File: src/rtl/rxq_pkg.sv
package rxq_pkg;
  typedef logic [7:0] byte_t;

  // Outcome of one end-of-frame event
  typedef enum logic [1:0] {
    FATE_IDLE,
    FATE_DROP,
    FATE_PUSH,
    FATE_OVERRUN
  } fate_e;
endpackage

File: src/rtl/rxq_timer.sv
module rxq_timer #(
  parameter int unsigned TS_W = 16
) (
  input  logic            clk,
  input  logic            rst_n,
  output logic [TS_W-1:0] now
);
  always_ff @(posedge clk or negedge rst_n) begin
    if (!rst_n) now <= '0;
    else        now <= now + 1'b1;
  end
endmodule

File: src/rtl/rxq_bgbuf.sv
module rxq_bgbuf
  import rxq_pkg::*;
#(
  parameter int unsigned NBYTES = 15,
  parameter int unsigned TS_W   = 16,
  localparam int unsigned AW    = $clog2(NBYTES),
  localparam int unsigned TSB   = TS_W / 8,
  localparam int unsigned TBASE = NBYTES - TSB
) (
  input  logic                  clk,
  input  logic                  rst_n,
  input  logic                  wr_valid,
  input  logic [AW-1:0]         wr_addr,
  input  byte_t                 wr_data,
  input  logic                  ts_en,
  input  logic [TS_W-1:0]       ts_val,
  output logic [NBYTES*8-1:0]   frame
);
  byte_t stage [NBYTES];

  for (genvar i = 0; i < NBYTES; i++) begin : g_byte
    always_ff @(posedge clk or negedge rst_n) begin
      if (!rst_n)
        stage[i] <= '0;
      else if (wr_valid && (wr_addr == AW'(i)))
        stage[i] <= wr_data;
    end

    if (i >= TBASE) begin : g_ts
      localparam int unsigned J = i - TBASE;
      assign frame[i*8 +: 8] = ts_en ? ts_val[(TSB-1-J)*8 +: 8] : stage[i];
    end else begin : g_plain
      assign frame[i*8 +: 8] = stage[i];
    end
  end
endmodule

File: src/rtl/rxq_store.sv
module rxq_store
  import rxq_pkg::*;
#(
  parameter int unsigned DEPTH  = 5,
  parameter int unsigned NBYTES = 15,
  localparam int unsigned AW    = $clog2(NBYTES),
  localparam int unsigned PW    = (DEPTH > 1) ? $clog2(DEPTH) : 1,
  localparam int unsigned CW    = $clog2(DEPTH + 1)
) (
  input  logic                clk,
  input  logic                rst_n,
  input  logic                push,
  input  logic [NBYTES*8-1:0] push_data,
  input  logic                pop,
  input  logic [AW-1:0]       rd_addr,
  output byte_t               rd_data,
  output logic [CW-1:0]       count
);
  logic [NBYTES*8-1:0] slots [DEPTH];
  logic [PW-1:0] wp, rp;
  logic [NBYTES*8-1:0] head;

  function automatic logic [PW-1:0] step(input logic [PW-1:0] p);
    return (p == PW'(DEPTH - 1)) ? '0 : p + 1'b1;
  endfunction

  for (genvar s = 0; s < DEPTH; s++) begin : g_slot
    always_ff @(posedge clk or negedge rst_n) begin
      if (!rst_n)
        slots[s] <= '0;
      else if (push && (wp == PW'(s)))
        slots[s] <= push_data;
    end
  end

  always_ff @(posedge clk or negedge rst_n) begin
    if (!rst_n) begin
      wp    <= '0;
      rp    <= '0;
      count <= '0;
    end else begin
      if (push) wp <= step(wp);
      if (pop)  rp <= step(rp);
      case ({push, pop})
        2'b10:   count <= count + 1'b1;
        2'b01:   count <= count - 1'b1;
        default: count <= count;
      endcase
    end
  end

  assign head = slots[rp];

  always_comb begin
    rd_data = '0;
    if (count != '0) begin
      for (int i = 0; i < NBYTES; i++) begin
        if (rd_addr == AW'(i)) rd_data = head[i*8 +: 8];
      end
    end
  end
endmodule

File: src/rtl/rxq_top.sv
module rxq_top
  import rxq_pkg::*;
#(
  parameter int unsigned DEPTH  = 5,
  parameter int unsigned NBYTES = 15,
  parameter int unsigned TS_W   = 16,
  localparam int unsigned AW    = $clog2(NBYTES),
  localparam int unsigned CW    = $clog2(DEPTH + 1)
) (
  input  logic          clk,
  input  logic          rst_n,
  input  logic          wr_valid,
  input  logic [AW-1:0] wr_addr,
  input  logic [7:0]    wr_data,
  input  logic          eof_valid,
  input  logic          eof_ok,
  input  logic          filt_hit,
  input  logic          ts_en,
  input  logic [AW-1:0] rd_addr,
  output logic [7:0]    rd_data,
  input  logic          rel,
  output logic          rxf,
  input  logic          ovr_clr,
  output logic          ovr
);
  logic [TS_W-1:0]     ts_now;
  logic [NBYTES*8-1:0] staged;
  logic [CW-1:0]       count;
  logic                pop, has_room;
  fate_e               fate;

  rxq_timer #(.TS_W(TS_W)) u_timer (
    .clk (clk),
    .rst_n (rst_n),
    .now (ts_now)
  );

  rxq_bgbuf #(.NBYTES(NBYTES), .TS_W(TS_W)) u_bg (
    .clk      (clk),
    .rst_n    (rst_n),
    .wr_valid (wr_valid),
    .wr_addr  (wr_addr),
    .wr_data  (wr_data),
    .ts_en    (ts_en),
    .ts_val   (ts_now),
    .frame    (staged)
  );

  assign rxf      = (count != '0);
  assign pop      = rel && rxf;
  assign has_room = (count < CW'(DEPTH)) || pop;

  always_comb begin
    if (!eof_valid)               fate = FATE_IDLE;
    else if (!(eof_ok && filt_hit)) fate = FATE_DROP;
    else if (has_room)            fate = FATE_PUSH;
    else                          fate = FATE_OVERRUN;
  end

  rxq_store #(.DEPTH(DEPTH), .NBYTES(NBYTES)) u_store (
    .clk       (clk),
    .rst_n     (rst_n),
    .push      (fate == FATE_PUSH),
    .push_data (staged),
    .pop       (pop),
    .rd_addr   (rd_addr),
    .rd_data   (rd_data),
    .count     (count)
  );

  always_ff @(posedge clk or negedge rst_n) begin
    if (!rst_n)                    ovr <= 1'b0;
    else if (fate == FATE_OVERRUN) ovr <= 1'b1;
    else if (ovr_clr)              ovr <= 1'b0;
  end
endmodule

File: config.mk
export PLATFORM = sky130hd
export DESIGN_NAME = rxq_top
export DESIGN_NICKNAME = d
export VERILOG_FILES = /design/src/rtl/rxq_pkg.sv /design/src/rtl/rxq_timer.sv /design/src/rtl/rxq_bgbuf.sv /design/src/rtl/rxq_store.sv /design/src/rtl/rxq_top.sv
export SDC_FILE = /design/constraint.sdc
export NUM_CORES = 1
export LEC_CHECK = 0
export ABC_CLOCK_PERIOD_IN_PS = 2500
export BUFFER_PORTS_ARGS = -buffer_cell sky130_fd_sc_hd__buf_4
export CAP_MARGIN = 20
export CORE_UTILIZATION = 35
export DETAILED_ROUTE_END_ITERATION = 8
export SYNTH_ARGS = -nofsm -noshare
export SYNTH_HDL_FRONTEND = slang
export SYNTH_SLANG_ARGS = --single-unit
File: constraint.sdc
create_clock -name clk -period 2.5 [get_ports clk]
set_clock_uncertainty 0.15 [all_clocks]
set_input_delay 0.25 -clock clk [delete_from_list [all_inputs] [get_ports clk]]
set_output_delay 0.25 -clock clk [all_outputs]
set_load 0.01 [all_outputs]
==> results.tsv <==
stage	metric	value	unit
global_routing	track_usage	0.191	
global_routing	first_global_vias	23000	
yosys	synth-seq-cells	746	
yosys	yosysSeqAreaShare	0.557	
timing	setup_tns	-8.25	ns
floorplan	die_w	312	um
floorplan	rows	113	
routing	vias_per_cell	5.39	
pwr	swShare	0.316	
timing	fin_ws	-1.07	ns
critical_path	end_kind	primary output	
routing	drt_iter0_drc	1643	
yosys	yosysMostFrequentCell	dfrtp_1	
global_routing	grt-ovfl-total	0	
yosys	ys_types	59	
yosys	synth_nets	2556	
yosys	synthTopCellsByCount	746 x dfrtp_1, 669 x mux2_2, 132 x nand2_1, 127 x mux2i_1, 119 x o21ai_0	
critical_path	reg2reg_slack	0.20	ns
clock_tree	ctsRootBufferMaster	clkbuf_16	
yosys	yosys.area.top_type	dfrtp_1	
pwr	power.density	1130	mW/mm^2
global_routing	antenna_found_initial	4	
min_path	hp-start	wr_data[3]	
yosys	netlist_area	0.0335	sq mm
pwr	clkPwrFrac	0.262	
run_status	status	finished, violations left	
finish	design_area	0.0399	sq mm
finish	drive_gt1_frac	0.412	
placed_design	port_buffers	34	
global_routing	grt_pass1_wl	143000	um
pwr	p_leak	18.3	nW
pwr	switching_power	0.0142	W
critical_path	r2r_cells	8	
yosys	yosysTopAreaCellShare	0.557	
yosys	synthTopCellsByArea	dfrtp_1 56%, mux2_2 22%, mux2i_1 3.8%	
floorplan	io_pins	35	
pwr	p_comb_frac	0.319	
routing	drc	0	
clock_tree	worstSkewPairLatency	0.62	ns
timing	fmax	280	MHz
placed_design	hpwl	59900	um
critical_path	reg2reg_from	u_store.count[2]$_DFFE_PN0P_	
finish	layout.nets	2724	
critical_path	path_max_fanout	9	
pwr	total_power	0.0450	W
floorplan	start_util	0.353	
timing	hold_ws	0.0314	ns
routing	drt-total-wl	92600	um
timing	final-hold-violation-count	0	
clock_tree	clock-sinks	746	
critical_path	required	2.10	ns
placed_design	placed_cell_area	0.0369	sq mm
timing	setup_viol	8	
yosys	avgSynthCellArea	13.3	sq um
clock_tree	clkTransAtPathRegs	0.06	ns
clock_tree	tritoncts	built	
floorplan	die_y	312	um
clock_tree	cts_buffer_depth	3	
clock_tree	cts_inserted_buffers	76	
timing	slew_viol_final	0	
finish	final_util	0.420	
pwr	vdd_ir_drop_max	0.518	mV
timing	slew_headroom	0.442	
floorplan	core_region_area	0.0950	sq mm
routing	vias	21600	
finish	area_growth	19.0	%
timing	worstMarginPinSlew	0.833	ns
floorplan	dieArea	0.0971	sq mm
clock_tree	htree_levels	3	
critical_path	rr_endpoint	u_store.slots[278]$_DFFE_PN0P_	
routing	drtPass1Iterations	5	
critical_path	cp.arrival	3.17	ns
critical_path	cp-startpoint	u_store.rp[0]$_DFFE_PN0P_	
yosys	syn_inst	2521	
min_path	whs_path_depth	2	
min_path	min_path_type	input pin to register	
pwr	internal_power	0.0308	W
min_path	hold_end	u_bg.stage[3]$_DFFE_PN0P_	
routing	routedWlPerCell	23.1	um
placed_design	gp_congestion	0.851	
critical_path	critPathLaunchType	register	
run_status	failed_checks	setup timing	
timing	fin_crit_sh	1.43	
yosys	synthArstFlopShare	1.00	
pwr	p_seq_frac	0.419	
critical_path	crit_type	register to primary output	
global_routing	grt_max_degree	99	
timing	rsz0062_at_grt	yes	
yosys	ys.flop_type	dfrtp_1	
timing	min_period	3.57	ns
job	cap_violations	0	
yosys	synth-edff-count	0	
routing	drtAntennaViolNets	0	
yosys	yosys_warnings	0	
flip-flops by register name, indices dropped and copies added (netlist names):
register       cells
u_bg.frame       104
ovr                1
u_store.wp         3
u_store.slots    600
u_bg.stage        16
u_timer.now       16
u_store.rp         3
u_store.count      3
cell usage in the layout (no fill, tap or decap), types with 12 or more instances in the layout:
| cell | synthesis | final |
|---|---|---|
| nor2_1 | 71 | 70 |
| inv_1 | 21 | 20 |
| nand3_1 | 17 | 16 |
| a22oi_1 | 44 | 31 |
| clkbuf_1 | 56 | 21 |
| a21oi_1 | 92 | 91 |
| mux2_2 | 669 | 669 |
| buf_12 | 0 | 52 |
| o32ai_1 | 18 | 17 |
| nand3b_1 | 32 | 32 |
| buf_4 | 6 | 195 |
| o22ai_1 | 43 | 35 |
| mux2i_1 | 127 | 125 |
| clkbuf_16 | 0 | 82 |
| buf_6 | 5 | 12 |
| a22oi_2 | 0 | 13 |
| clkbuf_8 | 0 | 12 |
| dfrtp_1 | 746 | 743 |
| nand2b_1 | 18 | 18 |
| mux4_2 | 34 | 34 |
| o21ai_0 | 119 | 117 |
| nand2_1 | 132 | 128 |
| a221oi_1 | 23 | 19 |
cell type report:
class / instances / area (sq um)
Antenna cell: 1 / 2.50
Timing Repair Buffer: 266 / 2760
Tap cell: 1265 / 1580
Clock buffer: 113 / 2250
Multi-Input combinational cell: 1576 / 14200
Fill cell: 8593 / 55100
Sequential cell: 746 / 18700
Clock inverter: 22 / 352
Inverter: 23 / 88.8
metrics by stage:
stage                     setup slack (ns)  cells
final                                -1.07   4012
after global routing                 -1.19   4011
after CTS                            -1.15   4007
after detailed placement            -0.666   3860
after global placement              -0.644   3860
after floorplan                      0.223   2521
power groups by stage:
stage               clock [W]  sequential [W]  combinational [W]
finish                 0.0118          0.0189             0.0144
global route           0.0125          0.0194             0.0154
CTS                    0.0120          0.0188             0.0142
detailed placement          0          0.0190             0.0138
global placement            0          0.0187             0.0134
floorplan                   0          0.0180            0.00926
how the worst max path moves through the flow:
stage | to | slack [ns] | cells past startpoint
6_report | rd_data[2] | -1.07 | 10
5_1_grt | rd_data[1] | -1.19 | 9
4_1_cts | rd_data[3] | -1.15 | 8
3_5_place_dp | rd_data[3] | -0.67 | 8
3_3_place_gp | rd_data[3] | -0.64 | 8
2_1_floorplan | rd_data[0] | 0.22 | 7
timing repair:
item	in CTS	in global routing
hold endpoints to repair	439	0
resized for setup	39	18
pin swaps	19	4
hold buffers	3	0
setup endpoints to repair	8	9
cloned	0	2
setup buffers	9	2
logic make-up after synthesis:
kind of cell	count (synthesis)	synth area share
AOI/OAI and AO/OA	403	0.0759
xor gates and xnor gates	17	0.00444
adders and majority gates	10	0.00395
buffers and inverters	199	0.0280
DFF	746	0.557
muxes	830	0.285
and+or+nand+nor	316	0.0458
per-layer routing:
layer  global-route usage  routed length [um]
met3               0.0311                4240
met2                0.313               44700
met1                0.262               41900
met5                    0                  31
met4               0.0495                1740
worst max-delay path: stages (launching register included):
cell and delay, ns:
dfrtp_4 0.52, buf_12 0.17, buf_4 0.14, buf_6 0.11
mux4_2 0.43, a22oi_2 0.16, o22ai_2 0.11, a222oi_1 0.39
buf_4 0.19, o211ai_1 0.14, buf_4 0.19
No activity file was read; power rests on OpenSTA's default activity.
